**src/rtl/cfg_port_bridge.sv**
```systemverilog
module cfg_port_bridge #(
  parameter int IO_AW = 16,
  parameter logic [IO_AW-1:0] ADDR_PORT = 16'h0CF8,
  parameter logic [IO_AW-1:0] DATA_PORT = 16'h0CFC,
  parameter int TIMEOUT = 16
) (
  input  logic             clk,
  input  logic             rst_n,
  input  logic             io_req,
  input  logic             io_we,
  input  logic [IO_AW-1:0] io_addr,
  input  logic [31:0]      io_wdata,
  output logic [31:0]      io_rdata,
  output logic             io_ready,
  output logic             cfg_req,
  output logic             cfg_we,
  output logic [7:0]       cfg_bus,
  output logic [4:0]       cfg_dev,
  output logic [2:0]       cfg_fn,
  output logic [5:0]       cfg_dw,
  output logic [31:0]      cfg_wdata,
  input  logic             cfg_ack,
  input  logic [31:0]      cfg_rdata
);
  localparam int CW = $clog2(TIMEOUT + 1);
  localparam logic [31:0] KEEP = 32'h80FF_FFFC;

  typedef enum logic [1:0] {S_IDLE, S_BUSY, S_DONE} st_t;

  st_t st;
  logic [31:0] addr_q, data_q, rsp_q;
  logic we_q;
  logic [CW-1:0] cnt;

  wire hit_a  = (io_addr == ADDR_PORT);
  wire hit_d  = (io_addr == DATA_PORT);
  wire launch = (st == S_IDLE) && io_req && hit_d && addr_q[31];
  wire expire = (cnt == CW'(TIMEOUT - 1));

  always_ff @(posedge clk) begin
    if (!rst_n) begin
      st     <= S_IDLE;
      addr_q <= '0;
      data_q <= '0;
      rsp_q  <= '1;
      we_q   <= 1'b0;
      cnt    <= '0;
    end else begin
      case (st)
        S_IDLE: begin
          if (io_req && hit_a && io_we) addr_q <= io_wdata & KEEP;
          if (launch) begin
            st     <= S_BUSY;
            cnt    <= '0;
            data_q <= io_wdata;
            we_q   <= io_we;
          end
        end
        S_BUSY: begin
          if (cfg_ack) begin
            rsp_q <= cfg_rdata;
            st    <= S_DONE;
          end else if (expire) begin
            rsp_q <= '1;
            st    <= S_DONE;
          end else begin
            cnt <= cnt + 1'b1;
          end
        end
        default: st <= S_IDLE;
      endcase
    end
  end

  assign io_ready  = ((st == S_IDLE) && !launch) || (st == S_DONE);
  assign io_rdata  = (st == S_DONE) ? rsp_q : (hit_a ? addr_q : '1);
  assign cfg_req   = (st == S_BUSY);
  assign cfg_we    = we_q;
  assign cfg_bus   = addr_q[23:16];
  assign cfg_dev   = addr_q[15:11];
  assign cfg_fn    = addr_q[10:8];
  assign cfg_dw    = addr_q[7:2];
  assign cfg_wdata = data_q;
endmodule


```
**config.mk**
```make
export PLATFORM = sky130hd
export DESIGN_NAME = cfg_port_bridge
export DESIGN_NICKNAME = d
export VERILOG_FILES = /design/src/rtl/cfg_port_bridge.sv
export SDC_FILE = /design/constraint.sdc
export NUM_CORES = 1
export LEC_CHECK = 0
export BUFFER_PORTS_ARGS = -buffer_cell sky130_fd_sc_hd__buf_2
export CAP_MARGIN = 20
export CORE_ASPECT_RATIO = 1.2
export CORE_MARGIN = 2
export CORE_UTILIZATION = 50
export CTS_BUF_LIST = sky130_fd_sc_hd__clkbuf_4
export CTS_CLUSTER_DIAMETER = 50
export DETAILED_ROUTE_END_ITERATION = 6
export MAX_ROUTING_LAYER = met4
export PLACE_DENSITY = 0.83
export SKIP_LAST_GASP = 1
export SYNTH_ARGS = -nofsm -noshare
export SYNTH_HDL_FRONTEND = slang
export SYNTH_SLANG_ARGS = --single-unit
```
**constraint.sdc**
```tcl
create_clock -name clk -period 5.1 [get_ports clk]
set_input_delay 0.255 -clock clk [delete_from_list [all_inputs] [get_ports clk]]
set_output_delay 0.255 -clock clk [all_outputs]
set_load 0.03 [all_outputs]
```
**After elaboration in Yosys (flattened, before gate mapping)**

Index checks and enable logic that the tools add are counted.
Widths: inputs -> output; s select.

- Add/sub/neg operators: 1
- Multiply operators: 0
- Div/mod/pow operators: 0
- Magnitude comparators: 0
- Eq/ne operators: 9
- Shift-type cells: 0
- Multiplexer cells: 12
- Bitwise logic cells: 0
- Reductions and logical operators: 16

Operator list:

| cell | count |
|---|---|
| $mux 32 | 4 |
| $eq 16x12->1 const B | 2 |
| $mux 5 | 3 |
| $pmux 5 s2 | 1 |
| $reduce_and 2->1 | 4 |
| $logic_and 1x1->1 | 6 |
| $mux 2 | 3 |
| $ne 2x2->1 const B | 3 |
| $add 5x1->5 const B | 1 |
| $eq 5x4->1 const B | 1 |
| $pmux 2 s2 | 1 |
| $reduce_and 4->1 | 1 |
| $reduce_bool 2->1 | 2 |
| $ne 3x1->1 const B | 1 |
| $eq 2x1->1 const B | 1 |
| $eq 2x2->1 const B | 1 |
| $logic_not 2->1 | 1 |
| $logic_not 1->1 | 1 |
| $logic_or 1x1->1 | 1 |

- Flip-flop bits (word level): 95
- Bits in latches: 0
- RAM bits: 0
- ROM bits: 0
- Input bits: 85
- Output and inout port bits: 89
- Memories kept: 0

**Depth between registers and ports, before layout**

- Word-level depth: 7
- Mapped depth: 7

**Worst setup path before layout**

No wires, ideal clock.

- Kind: input to output
- From: input io_addr[12]
- To: output io_rdata[10]
- Arrival: 1,621 ps
- Slack: 3,224 ps
- Stages: 6
- Cell sequence: and4bb_1 nand4_4 or3_1 buf_6 buf_8 o22a_1

- Cells in the longest elaborated chain, start to end: 3

RTL lines:

| what | line | RTL |
|---|---|---|
| start, declared | 11 | `input logic [IO_AW-1:0] io_addr,` |
| $eq 16x12->1 | 35 | `wire hit_a = (io_addr == ADDR_PORT);` |
| $mux 32 (2 in series) | 76 | `assign io_rdata = (st == S_DONE) ? rsp_q : (hit_a ? addr_q : '1);` |
| end, declared | 13 | `output logic [31:0] io_rdata,` |

Every way passes these cells.

**Worst setup path after layout**

- From: register st[1]
- To: output io_rdata[13]

- Cells in the longest elaborated chain, start to end: 2

RTL lines:

| what | line | RTL |
|---|---|---|
| start, declared | 30 | `st_t st;` |
| start signal, assigned | 42 | `st <= S_IDLE;` |
| start signal, assigned | 53 | `st <= S_BUSY;` |
| start signal, assigned | 62 | `st <= S_DONE;` |
| $eq 2x2->1 | 76 |  |
| $mux 32 | 76 |  |

Every way passes these cells.

==> flow_metrics.py <==
metrics = {
    "finish": {
        "antenna_cells": 0,
        "final_common_cell": "buf_2",
        "multi_input_area_um2": 1824,
        "areaGrowthSynthToFinish_pct": 20.90,
        "utilization": 0.6167,
        "fillCellCount": 751,
        "nNetsFinal": 685,
        "most-common-layout-cells": "buf_2 (173), dfxtp_1 (95), nand2_1 (84)",
        "regArea_um2": 1902,
        "drive_gt1_frac": 0.3295,
    },
    "detailed_routing": {
        "wl_per_cell_um": 16.32,
        "drt_iter0_drc": 161,
        "first_pass_iters": 4,
        "via_per_inst": 5.700,
        "vias": 3967,
        "drc_errors": 0,
        "wl_um": 11360,
        "ant_nets": 0,
    },
    "clocking": {
        "cts_buffer_depth": 2,
        "cts_resized": 0,
        "cts_setup_buffers": 0,
        "cts.reportedPaths.clkPinSlew_ns": 0.15,
        "cts_hold_buf": 0,
        "clock_sinks": 95,
        "htreeDepth": 3,
        "root_buffer": "clkbuf_4",
        "cts_buffers": 9,
        "tritoncts": "yes",
        "insertion_delay_ns": 0.43,
    },
    "global_routing": {
        "grt_max_degree": 87,
        "grt.total_usage": 0.2534,
        "use_met2": 0.4198,
        "globalRouteMet3Util": 0.03889,
        "top_usage_layer": "met2",
        "grt_pass1_vias": 3709,
        "antenna_found_initial": 0,
        "overflow": 0,
        "met1_usage": 0.3167,
        "grt_pass1_wl_um": 17480,
    },
    "sta": {
        "worst_pin_slew_ns": 1.167,
        "fmax_mhz": 341.1,
        "period_minus_slack_ns": 2.931,
        "slew_headroom": 0.2218,
        "finalCritPeriodShare": 0.5748,
        "setup-tns-final_ns": 0,
        "final-hold-violation-count": 0,
        "rsz0062_at_grt": "no",
        "slew_violations": 0,
        "finalSetupViolations": 0,
        "fin_skew_ns": 0.02096,
    },
    "yosys": {
        "ys_seq_area_frac": 0.4624,
        "syn_nets": 559,
        "synth_cell_types": 36,
        "synthCells": 472,
        "yosys_warnings": 0,
        "syn_avg_cell_area_um2": 8.713,
        "netlist_area_um2": 4113,
        "ys_ff_latch": 95,
    },
    "critical_path": {
        "worst-path-buf-inv": 1,
        "required_ns": 4.85,
        "startpoint_type": "register",
        "cp-end-kind": "primary output",
        "critical_path_peak_fanout": 23,
        "crit_chain": "nor2b_1 -> or3_1 -> o22a_1 -> buf_2",
        "cp_data_arrival_time_ns": 2.68,
        "critPathSlowestCell": "or3_1",
        "crit_family": "simple AND/OR/NAND/NOR gates",
        "cpPeakStageDelay_ns": 0.84,
        "path_class": "reg2out",
    },
    "floorplan": {
        "die_area_um2": 8970,
        "die_width_um": 86.79,
        "io_pins": 174,
        "core_area_um2": 8063,
        "start_util": 0.5101,
        "dieHeight_um": 103.4,
        "std_cell_rows": 36,
    },
    "place": {
        "dp.final_hpwl_um": 7827,
        "gp_congestion": 0.8335,
        "port_buffers": 173,
    },
    "job": {
        "cap_violations": 0,
    },
    "pwr": {
        "powerDensity_nw_per_um2": 249.5,
        "p_leak_nw": 2.030,
        "ir_worst_vdd_mv": 0.1104,
    },
    "worst_hold_path": {
        "hold_path.class": "in2reg",
    },
    "run_status": {
        "status": "finished, final reports clean",
    },
}
-- registers in the layout (all words and copies together), names as in the netlist --
name,count
rsp_q,32
cnt,5
addr_q,23
st,2
cfg_we,1
cfg_wdata,32
-- cells by family (layout without fill, tap and decap cells) --
family	count (synthesis)	in the layout	synth area share
AND/OR/NAND/NOR	142	142	0.1676
AO/OA/AOI/OAI	140	140	0.2090
flip-flops	95	95	0.4624
buffers and inverters	68	197	0.09400
multiplexers	25	25	0.06085
adder cells (fa/ha/maj)	2	2	0.006084
-- tightest hold or removal path: stages --
cell and delay [ns]:
buf_2 0.08, o22ai_1 0.07, nand2_1 0.06
-- report_power, final --
part	internal, W	leakage (nW)	total, W	switching (W)
logic	0.0000286	1.19	0.0000614	0.0000328
registers	0.000742	0.766	0.000742	0.000000000664
clock network	0.000195	0.0745	0.000437	0.000242
-- per-layer routing --
layer | up-vias | part of all wire
met5 | - | 0
met4 | 0 | 0.013
met3 | 15 | 0.066
met2 | 172 | 0.51
met1 | 1875 | 0.41
li1 | 1905 | -
-- cell type report --
type	count	area share
multi-input combinational	309	0.3669
timing repair buffer	181	0.1948
inverter	2	0.001510
sequential	95	0.3825
clock inverter	5	0.01686
tap	95	0.02391
clock buffer	9	0.01359
-- synth_stat cells --
cell / number / area share
and4bb_1: 2 / 0.0061
a21oi_1: 36 / 0.044
and2_1: 1 / 0.0015
nand2_1: 84 / 0.077
dfxtp_1: 95 / 0.46
o22ai_1: 32 / 0.049
a21o_1: 9 / 0.016
inv_1: 1 / 0.00091
a31oi_1: 1 / 0.0015
and3_1: 2 / 0.0030
ha_1: 2 / 0.0061
nor3b_1: 2 / 0.0036
nand4_4: 1 / 0.0052
nand3_1: 36 / 0.044
and4b_1: 1 / 0.0024
clkbuf_1: 26 / 0.024
o22a_1: 23 / 0.049
nor3_4: 2 / 0.0079
buf_1: 4 / 0.0036
nor2_1: 2 / 0.0018
o21a_1: 2 / 0.0036
nor2b_1: 2 / 0.0030
nand2b_1: 2 / 0.0030
buf_6: 1 / 0.0027
o21ai_1: 2 / 0.0024
mux2i_1: 25 / 0.061
a311oi_1: 1 / 0.0021
or3_1: 2 / 0.0030
o21ai_0: 34 / 0.041
clkinv_1: 1 / 0.00091
buf_2: 9 / 0.011
and4_1: 1 / 0.0021
buf_8: 2 / 0.0073
buf_4: 24 / 0.044
or4b_1: 1 / 0.0024
nand3b_1: 1 / 0.0018
-- per-stage QoR --
step / instance area (µm²) / total power (W) / worst slack [ns] / hold WS, ns / cells
global route: 4972 / 0.001280 / 1.986 / 0.02966 / 696
CTS: 4927 / 0.001248 / 2.148 / 0.02763 / 693
floorplan: 4113 / 0.0007784 / 3.224 / 0.3971 / 472
finish: 4972 / 0.001241 / 2.169 / 0.04754 / 696
detailed placement: 4776 / 0.0008184 / 2.252 / 0.4622 / 679
global placement: 4748 / 0.0008168 / 2.341 / 0.4466 / 678
-- worst paths after layout --
| check | to | from | slack, ns | cells past startpoint |
|---|---|---|---|---|
| max | io_rdata[13] | st[1] | 2.17 | 4 |
| min | rsp_q[20] | cfg_rdata[20] | 0.05 | 3 |
| max reg2reg | rsp_q[18] | st[0] | 2.99 | 5 |
| min reg2reg | cnt[4] | cnt[4] | 0.47 | 2 |
(Power assumes the default switching activity.)
